### src/rtl/gcd_pkg.sv
package gcd_pkg;
  typedef enum logic {
    GATE_SHUT = 1'b0,
    GATE_OPEN = 1'b1
  } gate_state_e;
endpackage

### src/rtl/gcd_sync.sv
module gcd_sync #(
  parameter int STAGES = 2
) (
  input  logic clk,
  input  logic rst,
  input  logic d,
  output logic q
);
  logic [STAGES-1:0] chain_q;

  generate
    for (genvar s = 0; s < STAGES; s++) begin : g_stage
      if (s == 0) begin : g_first
        always_ff @(posedge clk) begin
          if (rst) chain_q[0] <= 1'b0;
          else     chain_q[0] <= d;
        end
      end else begin : g_rest
        always_ff @(posedge clk) begin
          if (rst) chain_q[s] <= 1'b0;
          else     chain_q[s] <= chain_q[s-1];
        end
      end
    end
  endgenerate

  assign q = chain_q[STAGES-1];

  initial begin
    a_r4_stage_count: assert (STAGES >= 2);
  end
endmodule

### src/rtl/gcd_counter.sv
module gcd_counter #(
  parameter int DIV_W = 10
) (
  input  logic             clk,
  input  logic             rst,
  input  logic             clear,
  input  logic [DIV_W-1:0] div_val,
  output logic [DIV_W-1:0] cnt_q,
  output logic [DIV_W-1:0] per_q,
  output logic             wrap,
  output logic             adv_hi
);
  localparam logic [DIV_W-1:0] MIN_PER = DIV_W'(2);

  logic [DIV_W-1:0] per_eff;
  logic [DIV_W-1:0] cnt_adv;
  logic [DIV_W-1:0] per_adv;
  logic [DIV_W:0]   half_adv;

  always_comb begin
    per_eff  = (div_val < MIN_PER) ? MIN_PER : div_val;
    wrap     = (cnt_q == per_q - DIV_W'(1));
    cnt_adv  = wrap ? '0 : cnt_q + DIV_W'(1);
    per_adv  = wrap ? per_eff : per_q;
    half_adv = ({1'b0, per_adv} + (DIV_W+1)'(1)) >> 1;
    adv_hi   = ({1'b0, cnt_adv} < half_adv);
  end

  always_ff @(posedge clk) begin
    if (rst) begin
      cnt_q <= '0;
      per_q <= MIN_PER;
    end else if (clear) begin
      cnt_q <= '0;
      per_q <= per_eff;
    end else begin
      cnt_q <= cnt_adv;
      per_q <= per_adv;
    end
  end

  a_r2_cnt_in_range: assert property (@(posedge clk) disable iff (rst)
    cnt_q < per_q);
  a_r3_min_period: assert property (@(posedge clk) disable iff (rst)
    per_q >= MIN_PER);
  a_r8_period_held: assert property (@(posedge clk) disable iff (rst)
    (!$past(clear) && !$past(wrap)) |-> $stable(per_q));
endmodule

### src/rtl/gcd_gate.sv
module gcd_gate
  import gcd_pkg::*;
(
  input  logic clk,
  input  logic rst,
  input  logic en_sync,
  input  logic adv_hi,
  output logic clear,
  output logic out_q,
  output logic closed_q
);
  gate_state_e state_q;
  logic        closing;

  always_comb begin
    closing = (state_q == GATE_OPEN) && !en_sync && !(out_q && adv_hi);
    clear   = (state_q == GATE_SHUT) || closing;
  end

  always_ff @(posedge clk) begin
    if (rst) begin
      state_q <= GATE_SHUT;
      out_q   <= 1'b0;
    end else begin
      case (state_q)
        GATE_SHUT: begin
          if (en_sync) begin
            state_q <= GATE_OPEN;
            out_q   <= 1'b1;
          end else begin
            out_q   <= 1'b0;
          end
        end
        default: begin
          if (closing) begin
            state_q <= GATE_SHUT;
            out_q   <= 1'b0;
          end else begin
            out_q   <= adv_hi;
          end
        end
      endcase
    end
  end

  assign closed_q = (state_q == GATE_SHUT);

  a_r7_closed_low: assert property (@(posedge clk) disable iff (rst)
    closed_q |-> !out_q);
  a_r5_shut_no_rise: assert property (@(posedge clk) disable iff (rst)
    (closed_q && !en_sync) |=> !out_q);
  a_r4_open_high: assert property (@(posedge clk) disable iff (rst)
    $fell(closed_q) |-> out_q);
endmodule

### src/rtl/glitchless_clkdiv.sv
module glitchless_clkdiv #(
  parameter int DIV_W       = 10,
  parameter int SYNC_STAGES = 2
) (
  input  logic             clk,
  input  logic             rst,
  input  logic             en_in,
  input  logic [DIV_W-1:0] div_val,
  output logic             clk_div_out,
  output logic             gate_closed
);
  logic             en_sync;
  logic             clear;
  logic             wrap;
  logic             adv_hi;
  logic [DIV_W-1:0] cnt_q;
  logic [DIV_W-1:0] per_q;
  logic [DIV_W:0]   cur_half;

  gcd_sync #(.STAGES(SYNC_STAGES)) u_sync (
    .clk (clk),
    .rst (rst),
    .d   (en_in),
    .q   (en_sync)
  );

  gcd_counter #(.DIV_W(DIV_W)) u_cnt (
    .clk     (clk),
    .rst     (rst),
    .clear   (clear),
    .div_val (div_val),
    .cnt_q   (cnt_q),
    .per_q   (per_q),
    .wrap    (wrap),
    .adv_hi  (adv_hi)
  );

  gcd_gate u_gate (
    .clk      (clk),
    .rst      (rst),
    .en_sync  (en_sync),
    .adv_hi   (adv_hi),
    .clear    (clear),
    .out_q    (clk_div_out),
    .closed_q (gate_closed)
  );

  assign cur_half = ({1'b0, per_q} + (DIV_W+1)'(1)) >> 1;

  a_r6_full_high: assert property (@(posedge clk) disable iff (rst)
    $fell(clk_div_out) |-> ({1'b0, $past(cnt_q)} == $past(cur_half) - (DIV_W+1)'(1)));
  a_r4_restart_zero: assert property (@(posedge clk) disable iff (rst)
    $fell(gate_closed) |-> (cnt_q == '0));
endmodule

### config.mk
export PLATFORM = sky130hd
export DESIGN_NAME = glitchless_clkdiv
export DESIGN_NICKNAME = d
export VERILOG_FILES = /design/src/rtl/gcd_pkg.sv /design/src/rtl/gcd_sync.sv /design/src/rtl/gcd_counter.sv /design/src/rtl/gcd_gate.sv /design/src/rtl/glitchless_clkdiv.sv
export SDC_FILE = /design/constraint.sdc
export NUM_CORES = 1
export LEC_CHECK = 0
export CAP_MARGIN = 20
export CORE_ASPECT_RATIO = 0.5
export CORE_MARGIN = 10
export CORE_UTILIZATION = 54
export DETAILED_ROUTE_END_ITERATION = 7
export GPL_TIMING_DRIVEN = 0
export MAX_ROUTING_LAYER = met4
export PLACE_DENSITY = 0.88
export SYNTH_ARGS = -nofsm -noshare
export SYNTH_HDL_FRONTEND = slang
export SYNTH_SLANG_ARGS = --single-unit
### constraint.sdc
create_clock -name clk -period 5.1 [get_ports clk]
set_input_delay 1.275 -clock clk [delete_from_list [all_inputs] [get_ports clk]]
set_output_delay 1.275 -clock clk [all_outputs]
set_load 0.1 [all_outputs]
# [Word-level counts from Yosys, hierarchy flattened]
# Cells that the tools add are included.
[classes] reduce_logical=7 eq_ne=1 order_cmp=2 n_mux=9 add_sub_neg=3 bitwise=1
[op_table] op="10-bit two-way mux" count=4
[op_table] op="10-bit by 1-bit adder with 11-bit output, second input constant" count=1
[op_table] op="10-bit by 1-bit adder with 10-bit output, second input constant" count=1
[op_table] op="10-bit == test" count=1
[op_table] op="10-bit < comparator" count=1
[op_table] op="10-bit by 2-bit < comparator with 1-bit output, second input constant" count=1
[op_table] op="10-bit by 1-bit subtractor with 10-bit output, second input constant" count=1
[op_table] op="1-bit two-way mux" count=5
[op_table] op="1-bit logical AND" count=3
[op_table] op="1-bit zero test" count=2
[op_table] op="2-bit OR reduction" count=1
[op_table] op="1-bit logical OR" count=1
[op_table] op="1-bit inverter" count=1
[totals] regBits=24 output_inout_bits=2 in_bits=13

# [Longest topological paths before layout]
# Gate-level depths: netlist (run 1).
[depth] ltp_word=10 ltp_mapped=23 depth_no_buf=19

# [Cells and area by module]
# A second synthesis (run 1) with hierarchy kept.
[hier_totals] hier_cells=266 hier_area_um2=2129.5
[by_module_without_submodules] module="gcd_counter" seq_area_each_um2=400.4 cells_each=252 area_each_um2=1990.7 instances=1
[by_module_without_submodules] module="gcd_gate" seq_area_each_um2=40.0 cells_each=10 area_each_um2=86.3 instances=1
[by_module_without_submodules] module="gcd_sync" seq_area_each_um2=40.0 cells_each=4 area_each_um2=52.6 instances=1

# [Least setup slack after synthesis (run 1)]
# OpenSTA, ideal clock, no wires.
[synth_timing] path_type="reg2reg" start="register u_cnt.per_q[0]" end="register u_cnt.cnt_q[0]" n_path_buf=4 setup_ns=0.080 t_arrival_ns=5.461 path_slack_ns=-0.441 stages_incl_launch_ff=24 cell_sequence="dfxtp_1 buf_2 inv_1 ha_1 or4b_4 or3_4 a2111oi_4 inv_2 nor3_4 buf_6 o21ai_1 ha_1 clkbuf_1 nand2b_1 a2111oi_0 nor2_1 ha_1 nand2b_1 a211oi_1 a2111oi_0 nand3_1 a221oi_2 clkbuf_1 nor3b_1"
[synth_via] elab_chain_len=10 elab_cells_between_ends=11 classes_between="add/sub (2); order compare (1); eq/ne (1); mux (2); reduce/logical (5)"
[synth_lines] element="start: declaration" line_no="gcd_counter.sv:9" text="output logic [DIV_W-1:0] per_q,"
[synth_lines] element="start signal: assignment" line_no="gcd_counter.sv:35" text="per_q <= per_eff;"
[synth_lines] element="start signal: assignment" line_no="gcd_counter.sv:38" text="per_q <= per_adv;"
[synth_lines] element="10-bit by 1-bit subtractor with 10-bit output" line_no="gcd_counter.sv:22" text="wrap = (cnt_q == per_q - DIV_W'(1));"
[synth_lines] element="10-bit == test" line_no="gcd_counter.sv:22"
[synth_lines] element="10-bit two-way mux" line_no="gcd_counter.sv:24" text="per_adv = wrap ? per_eff : per_q;"
[synth_lines] element="10-bit by 1-bit adder with 11-bit output" line_no="gcd_counter.sv:25" text="half_adv = ({1'b0, per_adv} + (DIV_W+1)'(1)) >> 1;"
[synth_lines] element="10-bit < comparator" line_no="gcd_counter.sv:26" text="adv_hi = ({1'b0, cnt_adv} < half_adv);"
[synth_lines] element="1-bit logical AND" line_no="gcd_gate.sv:16" text="closing = (state_q == GATE_OPEN) && !en_sync && !(out_q && adv_hi);"
[synth_lines] element="1-bit zero test" line_no="gcd_gate.sv:16"
[synth_lines] element="1-bit logical AND" line_no="gcd_gate.sv:16"
[synth_lines] element="1-bit logical OR" line_no="gcd_gate.sv:17" text="clear = (state_q == GATE_SHUT) || closing;"
[synth_lines] element="2-bit OR reduction (no line)"
[synth_lines] element="end signal: assignment" line_no="gcd_counter.sv:37" text="cnt_q <= cnt_adv;"
[synth_lines] element="end: declaration" line_no="gcd_counter.sv:8" text="output logic [DIV_W-1:0] cnt_q,"
# Parallel ways exist; a longest one is shown, timed or not.
# A chain may end at the register's enable or synchronous reset.

# [Final worst setup path (run 1)]
[layout_timing] start="register u_cnt.per_q[1]" end="register u_cnt.per_q[8]"
[layout_via] elab_chain_len=10 elab_cells_between_ends=11 classes_between="add/sub (2); order compare (1); eq/ne (1); mux (3); reduce/logical (4)"
[layout_lines] element="10-bit by 1-bit subtractor with 10-bit output" line_no="gcd_counter.sv:22"
[layout_lines] element="10-bit == test" line_no="gcd_counter.sv:22"
[layout_lines] element="10-bit two-way mux" line_no="gcd_counter.sv:24"
[layout_lines] element="10-bit by 1-bit adder with 11-bit output" line_no="gcd_counter.sv:25"
[layout_lines] element="10-bit < comparator" line_no="gcd_counter.sv:26"
[layout_lines] element="1-bit logical AND" line_no="gcd_gate.sv:16"
[layout_lines] element="1-bit zero test" line_no="gcd_gate.sv:16"
[layout_lines] element="1-bit logical AND" line_no="gcd_gate.sv:16"
[layout_lines] element="1-bit logical OR" line_no="gcd_gate.sv:17"
[layout_lines] element="10-bit two-way mux *" line_no="gcd_counter.sv:33" text="end else if (clear) begin"
# Every way passes the cells marked *; elsewhere a longest branch is shown, timed or not.

==> key figures, run 1 <==
Floorplanning
  • Area of the die: around 0.007 mm^2
  • IO Pins: 15
  • Site Rows: 16
  • Die Y: roughly 65 um
  • Initial core utilization: 55.5%
  • Die X-Extent: approximately 110 um
  • Core area: 0.00386 mm^2

Clocking
  • Clock buffer depth: 2
  • Clk_lat worst skew: 0.28 ns
  • Reg clk slew, reported paths: around 0.090 ns
  • CTS tree: built
  • TritonCTS buffer count: 3
  • Clock Sinks: 24
  • H-tree levels: 1
  • CTS Root Cell: clkbuf_8

STA
  • Fmax: between 0.15 and 0.2 GHz
  • Period utilization: 109%
  • Max-slew headroom: 31.4%
  • Fin. max-slew vios: 0
  • Hold Worst Slack: 0.487 ns
  • Actual slew at the worst max-slew pin: between 1 and 1.5 ns
  • Min cycle time layout: about 5.6 ns
  • RSZ-0062 raised after global routing: true
  • Setup-failing EPs final: 20
  • Skew final: 0.00319 ns
  • Final hold violation count: 0
  • PnR worst setup slack: -0.462 ns

Yosys
  • Post-synth top area share: 22.4%
  • Synthesis warning total: 0
  • Cells after synthesis: approximately 270
  • Mux contribution to synthesized area: ~6.1%
  • Commonest cells post-synth: nand2b_1, nand3_1, dfxtp_1, xnor2_1, nor2_1
  • Synth Area in Simple Gates: between 30% and 40%
  • Synthesized area: around 0.0021 mm^2
  • Synth Area in Compound Gates: between 10% and 20%
  • Synth unique cells: 47
  • Main combinational cell family by area after synthesis: simple AND/OR/NAND/NOR gates
  • Post-Synth Adder-Cell Area: roughly 7.0%
  • Synth area leader: dfxtp_1
  • EDFF count, synth: 0
  • Post-synthesis register bit count: 24
  • Synth Flop Type: dfxtp_1
  • Top-count cell post-synth: nand2b_1
  • Seq/Total Area, Yosys: around 22%
  • Synth async-reset ratio: 0%
  • Post-synthesis xor/xnor area fraction: between 10 and 15%
  • Avg Inst Size Synth: 8.06 um^2
  • Area contributors post-synth: dfxtp_1, xnor2_1, nand2b_1, ha_1, mux2i_1
  • Syn nets: a little under 300

Routing
  • Via count: 2632
  • Routed wire per std cell: between 20 and 25 um
  • Met3 wire len: ~1500 um
  • DR vias/cell: 7.09
  • Drt first-iter violations: just over 500
  • Routed Antenna Nets: 0
  • First-pass DRT Iterations: 6
  • Met2 routed WL: about 3700 um
  • Top Metal Used: met4
  • DRT met1 WL: 3200 um
  • Total wire length: 9180 um
  • Remaining DRCs: 0

Worst setup path
  • R2R Setup Slk: -0.46 ns
  • CP top delay family: simple AND/OR/NAND/NOR gates
  • Crit Path Max Fanout: 10
  • Max incr delay on CP: 0.57 ns
  • Crit path buffers/inverters: 6
  • FF-to-FF path depth: 23
  • Crit-path slowest cell: or4_1
  • Worst setup EP type: flip-flop
  • Required time of the critical path: between 5 and 6 ns
  • Worst Path Class, Setup: reg2reg
  • Crit path launch type: flip-flop
  • Worst path arrival time: around 5.8 ns
  • Ordered list of cells on the worst path: buf_4 > or4_1 > or2_1 > nor3_4 > or3_1 > buf_2 > nand3_2 > o21ai_2 > ha_2 > buf_8 > buf_4 > nand3_1 > xnor2_1 > mux2i_1 > ha_1 > a21oi_2 > o21ai_2 > a2111oi_4 > nand3_2 > a221oi_4 > buf_6 > buf_8 > mux2i_2
  • FF-to-FF Start: u_cnt.per_q[1]$_SDFF_PP1_
  • Reg-to-Reg End: u_cnt.per_q[8]$_SDFF_PP0_

GRT
  • Total grt overflow: 0
  • Largest net degree at the start of global routing: 14
  • Initial antenna violation count: 0
  • First-pass GRT wire length: 12700 um
  • Total Routing Usage GR: a little under a quarter
  • Vias in the first global route: 2400

Cells and area
  • Non-Filler Instances: 371
  • Storage cell area: between 400 and 500 um^2
  • Ant. Diodes: 0
  • Final Instance Area: a little under 0.003 mm^2
  • Nets: between 300 and 400
  • Synthesis-to-finish area growth: 38.0%
  • Multi-input logic area: 0.00178 mm^2
  • Share of post-route cells with drive strength above 1: between 20% and 30%
  • # fillers: about 190

Placed design
  • DP HPWL: 4260 um
  • Placed cell areas: approximately 0.0024 mm^2
  • Placed Instances: roughly 330
  • IO buf count: 14
  • Final Wtd Congestion: roughly 0.91

Power and ir drop
  • Total leakage power: 1.07 nW
  • Switching power: roughly 170 uW
  • Final Power: about 500 uW
  • Net Sw Frac: between 30% and 40%
  • P per Cell Area: around 170 mW/mm^2
  • Internal: 330 uW
  • Power share of the combinational group: about a third
  • Clock Power Share: about 28%
  • VDD IR-drop max: roughly 0.14 mV
  • Sequential power share: about two fifths

Hold path
  • Hold Crit Class: reg2reg
  • Hold EP: u_sync.q$_SDFF_PP0_
  • Hold depth: 1
  • Worst hold start: u_sync.chain_q[0]$_SDFF_PP0_

Status
  • Outcome: complete, but fails checks
  • Failing checks: setup timing

Flow run
  • Max cap viols: 0
-- through the flow --
step | worst slack (ns) | util (%) | setup TNS (ns)
after global placement | -0.457 | 61.5 | -8.57
after floorplan | 0.0339 | - | 0
after global routing | -0.565 | 76.6 | -10.46
after detailed placement | -0.667 | 61.5 | -12.31
after CTS | -0.00422 | 72.1 | -0.00766
final | -0.462 | 76.6 | -8.38
-- cell usage in the layout (no fill, tap or decap), drive strengths merged, types with 2 or more instances in the layout --
cell,n
or3,3
dfxtp,24
nand2,6
and3,5
nor3b,9
buf,40
xnor2,24
mux2i,13
a21oi,6
ha,12
nand2b,26
inv,8
nand3,25
or4,2
clkbuf,15
nor3,7
a211oi,2
nor4,5
nor2b,3
nor2,21
a2111oi,3
nand3b,2
nand4,4
clkdlybuf4s50,13
o21ai,12
xor2,10
-- power by group through the flow --
stage | combinational [mW] | clock [mW] | sequential, mW
final | 0.164 | 0.141 | 0.198
after global routing | 0.167 | 0.143 | 0.198
after CTS | 0.127 | 0.137 | 0.197
after detailed placement | 0.107 | 0 | 0.201
after global placement | 0.102 | 0 | 0.200
after floorplan | 0.0730 | 0 | 0.202
-- logic make-up (layout without fill, tap and decap cells) --
logic type                 after synthesis  count (layout)
AOI/OAI and AO/OA                       33              33
xor gates and xnor gates                34              34
adders and majority gates               12              12
buffers and inverters                   26              77
DFF                                     24              24
muxes                                   13              13
and+or+nand+nor                        124             124
-- cell type report --
| type | count | share of cell area [%] |
|---|---|---|
| Buffer | 16 | 3.72 |
| Clock buffer | 4 | 1.86 |
| Inverter | 8 | 1.18 |
| Multi-Input combinational cell | 216 | 60.2 |
| Sequential cell | 24 | 16.5 |
| Tap cell | 54 | 2.28 |
| Timing Repair Buffer | 49 | 14.3 |
-- how the worst max path moves through the flow --
stage,depth (start not counted),from,end
3_5_place_dp,23,u_cnt.per_q[0]$_SDFF_PP0_,u_cnt.cnt_q[9]$_SDFF_PP0_
3_3_place_gp,23,u_cnt.per_q[0]$_SDFF_PP0_,u_cnt.cnt_q[6]$_SDFF_PP0_
2_1_floorplan,23,u_cnt.per_q[0]$_SDFF_PP0_,u_cnt.cnt_q[0]$_SDFF_PP0_
6_report,23,u_cnt.per_q[1]$_SDFF_PP1_,u_cnt.per_q[8]$_SDFF_PP0_
4_1_cts,23,u_cnt.per_q[0]$_SDFF_PP0_,u_cnt.per_q[6]$_SDFF_PP0_
5_1_grt,22,u_cnt.per_q[7]$_SDFF_PP0_,u_cnt.per_q[8]$_SDFF_PP0_
-- timing repair --
item                       4_1_cts  5_1_grt
gates cloned                     2        0
pin swaps                       18       15
resized for setup               39       20
buffers inserted                25        8
setup endpoints to repair       22       22
hold buffers                     0        0
-- worst register-to-register path, stage by stage (launching register included) --
cell,delay (ns)
dfxtp_4,0.37
buf_4,0.14
or4_1,0.57
or2_1,0.34
nor3_4,0.34
or3_1,0.18
buf_2,0.28
nand3_2,0.13
o21ai_2,0.09
ha_2,0.21
buf_8,0.12
buf_4,0.10
nand3_1,0.13
xnor2_1,0.19
mux2i_1,0.30
ha_1,0.34
a21oi_2,0.16
o21ai_2,0.09
a2111oi_4,0.40
nand3_2,0.16
a221oi_4,0.33
buf_6,0.16
buf_8,0.13
mux2i_2,0.22
-- registers in the layout (all words and copies together) (netlist names) --
name,cells
u_cnt.cnt_q,10
u_cnt.per_q,10
u_gate.out_q,1
u_gate.state_q,1
u_sync.chain_q,1
u_sync.q,1
-- metal layers --
metal / global-route usage [%] / up-vias
met5: - / -
met3: 5.82 / 109
met4: 11.1 / 0
met1: 27.4 / 1166
met2: 36.3 / 311
li1: - / 1046
Power figures use the tool's default switching activity.
==> run 2, diff against run 1 <==
Settings changed: CORE_UTILIZATION 54 to 55, DONT_BUFFER_PORTS set to 1, PLACE_DENSITY 0.88 to 0.84.
==> run 2 against run 1 <==
Compared with the run above:
- the flow finishes with violations (DRC, setup timing)
- core utilization rose by 2.2 points
- combinational power fell by 9.8%
- non-clock buffer count fell by 17
- clock skew rose by 0.0025 ns
- cell count fell by 5.4%
- clock-buffer cell count did not move
- sequential share of layout area rose by 0.78 points
- wire length rose by 2.2%
- first-iteration DRC count fell by 3.1%
- power fell by 2.6%
- design area fell by 4.5%
==> key figures, run 2 (synthesized netlist as in run 1, its figures left out) <==
Clocking
  • H-tree levels: 1 (unchanged)
  • Hold_buf cts: 0 (unchanged)
  • Clock Sinks: 24 (unchanged)
  • Clk_lat worst skew: 0.29 ns (about the same)
  • Reg clk slew, reported paths: 0.09 ns (about the same)
  • TritonCTS buffer count: 3 (unchanged)
  • Clock buffer depth: 2 (unchanged)
  • CTS Root Cell: clkbuf_8
  • CTS tree: built

GRT
  • Met2 usage: 34.0% (-2.3 points)
  • Global routing usage on met1: 24.4% (-3.0 points)
  • GRT busiest layer: met2
  • Largest net degree at the start of global routing: 14 (unchanged)
  • Initial antenna violation count: 0 (unchanged)
  • Total grt overflow: 0 (unchanged)
  • Vias in the first global route: 2380 (-0.83%)
  • GR Util met3: 9.10% (+3.3 points)
  • First-pass GRT wire length: 12000 um (-5.7%)
  • Total Routing Usage GR: 22.3% (-0.90 points)

Cells and area
  • Commonest non-fill, non-tap cell in the layout: buf_4
  • Layout Utilization: 78.8% (+2.2 points)
  • # fillers: 166 (-11%)
  • Synthesis-to-finish area growth: 31.8%
  • Commonest cells after routing, fill and taps aside: buf_4, nand2b_1, xnor2_1, dfxtp_1, nor2_1
  • Regs by FF count: u_cnt.cnt_q (10), u_cnt.per_q (10)
  • Storage cell area: 488 um^2 (unchanged)
  • Ant. Diodes: 0 (unchanged)
  • Share of post-route cells with drive strength above 1: 30.3% (+1.6 points)
  • Multi-input logic area: 0.00181 mm^2 (+1.7%)
  • Nets: 326 (-5.0%)

Hold path
  • Hold Crit Class: reg2reg
  • Worst hold start: u_sync.chain_q[0]$_SDFF_PP0_

Routing
  • Total wire length: 9390 um (+2.2%)
  • Via count: 2609 (-0.87%)
  • Remaining DRCs: 78 (+78)
  • Routed wire per std cell: 26.7 um (+8.0%)
  • First-pass DRT Iterations: 8 (+2)
  • DR vias/cell: 7.43 (+4.8%)
  • Routed Antenna Nets: 0 (unchanged)
  • Drt first-iter violations: 497 (-3.1%)

Flow run
  • Max cap viols: 0 (unchanged)

Worst setup path
  • Worst setup EP type: flip-flop
  • Worst Path Class, Setup: reg2reg
  • FF-to-FF path depth: 21 (-8.7%)
  • Crit path launch type: flip-flop
  • Required time of the critical path: 5.32 ns (about the same)
  • R2R Setup Slk: -0.51 ns (-0.05 ns)
  • Reg-to-Reg End: u_cnt.per_q[8]$_SDFF_PP0_
  • Worst path arrival time: 5.83 ns (+0.06 ns)
  • Crit Path Max Fanout: 10 (unchanged)
  • FF-to-FF Start: u_cnt.per_q[7]$_SDFF_PP0_
  • Worst Setup EP: u_cnt.per_q[8]$_SDFF_PP0_
  • Worst setup path startpoint: u_cnt.per_q[7]$_SDFF_PP0_

STA
  • Max-slew headroom: 29.9% (-1.5 points)
  • Final hold violation count: 0 (unchanged)
  • Fin. max-slew vios: 0 (unchanged)
  • PnR worst setup slack: -0.511 ns (-0.0487 ns)
  • RSZ-0062 raised after global routing: true
  • Actual slew at the worst max-slew pin: 1.05 ns (+0.0242 ns)
  • Fmax: 0.178 GHz (-0.87%)
  • Setup Total Neg Slack: -8.98 ns (-0.600 ns)
  • Skew final: 0.00569 ns (+0.00250 ns)
  • Period utilization: 110% (+0.96 points)
  • Setup-failing EPs final: 22 (+10%)
  • Min cycle time layout: 5.61 ns (+0.0487 ns)

Power and ir drop
  • P per Cell Area: 173 mW/mm^2 (+2.0%)
  • Total leakage power: 0.999 nW (-7.0%)
  • VDD IR-drop max: 0.129 mV (-7.5%)

Status
  • Failing checks: DRC, setup timing
  • Outcome: complete, but fails checks

Floorplanning
  • IO Pins: 15 (unchanged)
  • Die X-Extent: 108 um (-0.74%)
  • Die Y: 64.2 um (-0.63%)
  • Core area: 0.00358 mm^2 (-7.2%)
  • Site Rows: 15 (-1)
  • Initial core utilization: 59.8% (+4.3 points)
  • Area of the die: 0.00695 mm^2 (-1.4%)

Placed design
  • IO buf count: 0 (-14)
  • DP Worst Slack: -0.668 ns (-0.00150 ns)
  • Final Wtd Congestion: 0.982 (+7.8%)
  • DP HPWL: 4130 um (-3.1%)
-- run 2: cell types whose count changed in the layout (fill, tap and decap cells not counted), sizes merged --
cell | before | now
clkdlybuf4s50 | 13 | 0
dlymetal6s2s | 1 | 0
buf | 40 | 37
-- run 2: critical path, cell delays in order, from the launching register on --
cell,delay [ns]
dfxtp_1,0.31
clkbuf_1,0.42
xor2_1,0.25
nor4_1,0.82
or3_1,0.21
clkbuf_4,0.24
nand3_2,0.11
o21ai_2,0.09
ha_2,0.26
buf_8,0.15
nand3_2,0.09
xnor2_1,0.27
mux2i_2,0.16
ha_1,0.39
a21oi_1,0.18
o21ai_1,0.13
a2111oi_4,0.35
nand3_2,0.17
a221oi_4,0.39
buf_6,0.18
buf_8,0.13
mux2i_1,0.21
-- run 2: layout make-up --
cell class,count,share of cell area (%)
repair buffers,32,9.16
multi-input cells,216,64.1
well taps,51,2.26
clock buffers,4,1.95
flip-flops and latches,24,17.3
inverters,8,1.24
plain buffers,16,4.03
-- run 2: routing by layer --
metal | part of all wire (%) | vias to the layer above | wire length (um)
met5 | 0 | - | 0
met4 | 9.3 | 0 | 872
met3 | 17 | 131 | 1630
met2 | 38 | 310 | 3590
met1 | 35 | 1159 | 3290
li1 | - | 1009 | -
-- run 2: per-stage QoR --
| step | instance area, um^2 | hold slack [ns] | std cells | total power, mW |
|---|---|---|---|---|
| 5_1_grt | 2830 | 0.554 | 351 | 0.499 |
| 3_5_place_dp | 2230 | 0.424 | 317 | 0.293 |
| 4_1_cts | 2600 | 0.451 | 343 | 0.443 |
| 6_report | 2830 | 0.537 | 351 | 0.490 |
| 3_3_place_gp | 2230 | 0.415 | 317 | 0.289 |
| 2_1_floorplan | 2170 | 0.414 | 266 | 0.275 |
-- run 2: timing repair --
action,in CTS,in global routing
pin swaps,16,16
gates cloned,3,0
resized for setup,34,31
setup buffers,21,8
setup endpoints to repair,22,22
-- run 2: worst min path at each step --
stage | slack, ns | depth (start not counted) | to
detailed placement | 0.42 | 1 | u_sync.q$_SDFF_PP0_
global placement | 0.42 | 1 | u_sync.q$_SDFF_PP0_
floorplan | 0.41 | 1 | u_sync.q$_SDFF_PP0_
finish | 0.54 | 1 | u_sync.q$_SDFF_PP0_
global route | 0.55 | 1 | u_sync.q$_SDFF_PP0_
CTS | 0.45 | 1 | u_sync.q$_SDFF_PP0_
-- run 2: where the power goes --
part / switching [mW] / total (mW) / leakage (nW) / internal (mW)
clock network: 0.0718 / 0.141 / 0.0288 / 0.0694
logic: 0.0892 / 0.148 / 0.773 / 0.0590
registers: 0.00816 / 0.201 / 0.197 / 0.193
